## src/rtl/issue_select.sv

```systemverilog
module issue_select #(
  parameter int ENTRIES = 8,
  parameter int UNITS   = 2,
  parameter int AGE_W   = 4,
  localparam int CLS_W  = (UNITS > 1) ? $clog2(UNITS) : 1,
  localparam int IDX_W  = (ENTRIES > 1) ? $clog2(ENTRIES) : 1
) (
  input  logic                     clk,
  input  logic                     rst_n,
  input  logic [1:0]               mode_i,
  input  logic [ENTRIES-1:0]       ready_i,
  input  logic [ENTRIES*AGE_W-1:0] age_i,
  input  logic [ENTRIES*CLS_W-1:0] class_i,
  output logic [UNITS*ENTRIES-1:0] grant_o,
  output logic [UNITS*IDX_W-1:0]   grant_idx_o,
  output logic [UNITS-1:0]         grant_vld_o
);
  localparam int BANK   = ENTRIES / UNITS;
  localparam int BIDX_W = (BANK > 1) ? $clog2(BANK) : 1;
  localparam logic [1:0] MODE_BANK = 2'd1;
  localparam logic [1:0] MODE_FIFO = 2'd2;

  logic [1:0]              mode_q;
  logic [ENTRIES-1:0]      last_q;
  logic [ENTRIES-1:0]      grant_any;
  logic [UNITS*BIDX_W-1:0] head_q;

  for (genvar u = 0; u < UNITS; u++) begin : g_unit
    logic [ENTRIES-1:0] cand;
    logic               found;
    logic [IDX_W-1:0]   best;
    logic [AGE_W-1:0]   best_age;

    for (genvar e = 0; e < ENTRIES; e++) begin : g_ent
      localparam int BANK_ID = e / BANK;
      localparam int SLOT    = e % BANK;
      logic in_scope;
      always_comb begin
        case (mode_q)
          MODE_BANK: in_scope = (BANK_ID == u);
          MODE_FIFO: in_scope = (BANK_ID == u) &&
                                (head_q[u*BIDX_W +: BIDX_W] == BIDX_W'(SLOT));
          default:   in_scope = (class_i[e*CLS_W +: CLS_W] == CLS_W'(u));
        endcase
      end
      assign cand[e] = rst_n & ready_i[e] & ~last_q[e] & in_scope;
    end

    always_comb begin
      found    = 1'b0;
      best     = '0;
      best_age = '0;
      for (int e = 0; e < ENTRIES; e++) begin
        if (cand[e] && (!found || age_i[e*AGE_W +: AGE_W] < best_age)) begin
          found    = 1'b1;
          best     = IDX_W'(e);
          best_age = age_i[e*AGE_W +: AGE_W];
        end
      end
    end

    assign grant_o[u*ENTRIES +: ENTRIES] = found ? (ENTRIES'(1) << best) : '0;
    assign grant_idx_o[u*IDX_W +: IDX_W] = best;
    assign grant_vld_o[u]                = found;
  end

  always_comb begin
    grant_any = '0;
    for (int u = 0; u < UNITS; u++) grant_any |= grant_o[u*ENTRIES +: ENTRIES];
  end

  always_ff @(posedge clk) begin
    if (!rst_n) begin
      mode_q <= mode_i;
      last_q <= '0;
      head_q <= '0;
    end else begin
      last_q <= grant_any;
      if (mode_q == MODE_FIFO) begin
        for (int u = 0; u < UNITS; u++) begin
          if (grant_vld_o[u]) begin
            if (head_q[u*BIDX_W +: BIDX_W] == BIDX_W'(BANK - 1))
              head_q[u*BIDX_W +: BIDX_W] <= '0;
            else
              head_q[u*BIDX_W +: BIDX_W] <= head_q[u*BIDX_W +: BIDX_W] + 1'b1;
          end
        end
      end
    end
  end
endmodule


```

## config.mk

```make
export PLATFORM = sky130hd
export DESIGN_NAME = issue_select
export DESIGN_NICKNAME = d
export VERILOG_FILES = /design/src/rtl/issue_select.sv
export SDC_FILE = /design/constraint.sdc
export NUM_CORES = 1
export LEC_CHECK = 0
export ABC_AREA = 1
export ABC_CLOCK_PERIOD_IN_PS = 18700
export CELL_PAD_IN_SITES_DETAIL_PLACEMENT = 1
export CELL_PAD_IN_SITES_GLOBAL_PLACEMENT = 2
export CORE_ASPECT_RATIO = 0.5
export CORE_MARGIN = 5
export CORE_UTILIZATION = 28
export DETAILED_ROUTE_END_ITERATION = 10
export PLACE_DENSITY_LB_ADDON = 0.1
export SLEW_MARGIN = 20
export SYNTH_ARGS = -nofsm -noshare
export SYNTH_HDL_FRONTEND = slang
export SYNTH_SLANG_ARGS = --single-unit
```

## constraint.sdc

```tcl
create_clock -name clk -period 18.7 [get_ports clk]
set_input_delay 1.87 -clock clk [delete_from_list [all_inputs] [get_ports clk]]
set_output_delay 1.87 -clock clk [all_outputs]
set_load 0.02 [all_outputs]
```

==> results by group <==
Routing
  – First-pass iteration count of the detailed router: 4
  – Antenna Nets Post-Route: 0
  – DR iter-0 viols: 119
  – Post-route DRC violation count: 0
  – WL per Instance: 13.7 µm
  – Via Count: 3438
  – Routed WL: 10400 µm
  – Routed vias/inst: approximately 4.5

Cells and area
  – Final instance area: ~0.0041 mm²
  – P&R area growth vs syn: 32.0%
  – Fin nets: 719
  – Fraction of layout cells with a size suffix above 1: 9.61%
  – Sequential standard cell area: roughly 300 µm²
  – Fillers: 1491
  – N_diodes: 0
  – Multi-input logic area: 0.00242 mm²

Timing
  – Fin crit share: 68.6%
  – Worst setup margin: between 5 and 6 ns
  – RSZ-0062 raised after global routing: no
  – Clk_skew: 0.000940 ns
  – Slew HR: 54.3%
  – Slew of the pin with the lowest slew margin: 0.678 ns
  – Max-slew violation count: 0
  – F_max: 0.0780 GHz
  – Final worst path period need: 12.82 ns
  – Final setup viols: 0
  – Final Hold Vio Count: 0
  – Worst hold slack: approximately 0.53 ns
  – Setup TNS: 0 ns

Clock network
  – Hold_buf cts: 0
  – Clk root buf: clkbuf_16
  – CTS buffer count: 3
  – Clock buffer depth: 2
  – Setup bufs post-CTS: 0
  – Clock-pin slew on the worst setup and hold paths: 0.05 ns
  – CTS tree: done
  – Post_cts resized: 0
  – H-tree depth: 1
  – Clk_lat worst skew: 0.25 ns
  – CTS Sinks: 14

Worst setup path
  – Arrival time at the worst endpoint: around 11 ns
  – Critical Path Start Type: primary input
  – Required @ worst endpoint: 16.83 ns
  – R2R cell count: 60
  – Slowest cell on crit path: clkdlybuf4s50_1
  – CP startpoint: rst_n
  – CP Capture Type: output pin
  – Max incr delay on CP: 0.75 ns
  – Setup CP Type: primary input to output pin
  – Most frequent CP cell: nand2_1
  – Crit path to: grant_o[1]
  – Crit-path max FO: 11
  – Capturing point of the worst reg2reg path: last_q[1]
  – Worst reg-to-reg setup slack: between 9 and 10 ns
  – Reg-to-Reg Start: mode_q[0]

Global route
  – Global-route wire length before repair: 17100 µm
  – GRT Total Usage: between 15 and 20%
  – Largest net degree at the start of global routing: 12
  – GRT overflow: 0
  – Vias in the first global route: 3507
  – Initial antenna violation count: 0

Yosys
  – Yosys reg bits: 14
  – Count leader, synth: nand2_1
  – Avg Cell Area, Syn: roughly 5.8 µm²
  – Cell Area, Synth: 0.00312 mm²
  – Post-synthesis cell count: 537
  – Sequential area share after synthesis: 9.63%
  – Synth top area share: 21.0%
  – Synth area leaders: nand2_1, ha_1, inv_1
  – Number of synthesized flops with an enable pin: 2
  – Ys flop type: dfxtp_1
  – Yosys cell types: 23
  – Warnings from Yosys: 0
  – Ys async rst share: 0%
  – Top cells by count, synth: nand2_1, inv_1, ha_1
  – Synthesized net count: 641
  – Largest area contributor in the netlist: nand2_1

Floorplan
  – # rows: 27
  – DIE AREA: around 0.013 mm²
  – Die Span X: 159 µm
  – Die H: about 85 µm
  – Io pins: 76
  – Core ar.: ~0.011 mm²
  – Initial core utilization: about 28%

Power and ir drop
  – Pwr Density: ~73 mW/mm²
  – Maximum vdd ir drop: 27.9 µV
  – Leak: 2.40 nW

Placement
  – Worst slack, placed: 5.73 ns
  – Hpwl dp: 9340 µm
  – Input/output buffers: between 70 and 80
  – Placed cell area: 0.00403 mm²
  – GPL Wtd Cong: 0.821

Min path
  – Hold Crit Class: register to register
  – Hold Crit Depth: 2

Run
  – Maxcap violations: 0

Outcome
  – Status: finished, final reports clean
## cell usage in the layout (no fill, tap or decap), types with 5 or more instances in the layout
cell               n
dfxtp_1           12
ha_1              52
o21ai_0           44
nand2_1          174
nor2_1            33
inv_1             97
nand3_1           31
nand4_1            5
clkdlybuf4s50_1   75
a21oi_1           21
nand2_2           27
nor2_2             5
nand2_4           17
## critical path: cells and delay by family
kind	cells	cell delay [ns]
fa+ha+maj	7	2.12
buf+inv	4	1.56
simple gates	41	3.34
compound gates	9	2.04
## how the worst min path moves through the flow
stage                   start   endpoint  slack, ns
floorplan           head_q[1]  head_q[1]       0.49
finish              head_q[1]  head_q[1]       0.53
detailed placement  head_q[1]  head_q[1]       0.54
CTS                 head_q[1]  head_q[1]       0.54
global route        head_q[1]  head_q[1]       0.57
global placement    head_q[1]  head_q[1]       0.53
## metrics by stage
step	power, mW	utilization [%]	cells
CTS	0.304	37.6	759
global placement	0.259	36.9	755
finish	0.299	37.6	759
floorplan	0.187	-	537
detailed placement	0.260	36.9	755
global route	0.334	37.6	759
## per-layer routing
| metal | up-vias | track usage (%) | wire (µm) |
|---|---|---|---|
| li1 | 1842 | - | - |
| met5 | - | 0 | 0 |
| met4 | 0 | 1.01 | 40 |
| met2 | 58 | 23.6 | 4140 |
| met1 | 1532 | 22.8 | 5680 |
| met3 | 6 | 3.14 | 502 |
## area by class of cell
| type | count | area share (%) |
|---|---|---|
| Timing Repair Buffer | 76 | 18.4 |
| Inverter | 100 | 9.13 |
| Clock inverter | 1 | 0.0913 |
| Sequential cell | 14 | 7.30 |
| Tap cell | 145 | 4.41 |
| Multi-Input combinational cell | 420 | 58.8 |
| Clock buffer | 3 | 1.83 |
## where the power goes
group	internal [mW]	switching, mW
Combinational	0.0843	0.132
Clock	0.0284	0.0134
Sequential	0.0373	0.00380
Total	0.150	0.149
## sequential cells by signal, indices dropped and copies added, names as in the netlist
signal  cells
head_q      4
last_q      8
mode_q      2
## cell families after synthesis
logic type               Yosys count  share of synthesized area, %
flip-flops                        14                          9.63
AO/OA/AOI/OAI                     71                          11.9
adder cells (fa/ha/maj)           52                          20.9
AND/OR/NAND/NOR                  297                          44.8
buffers and inverters            103                          12.8
Power figures use the tool's default switching activity.
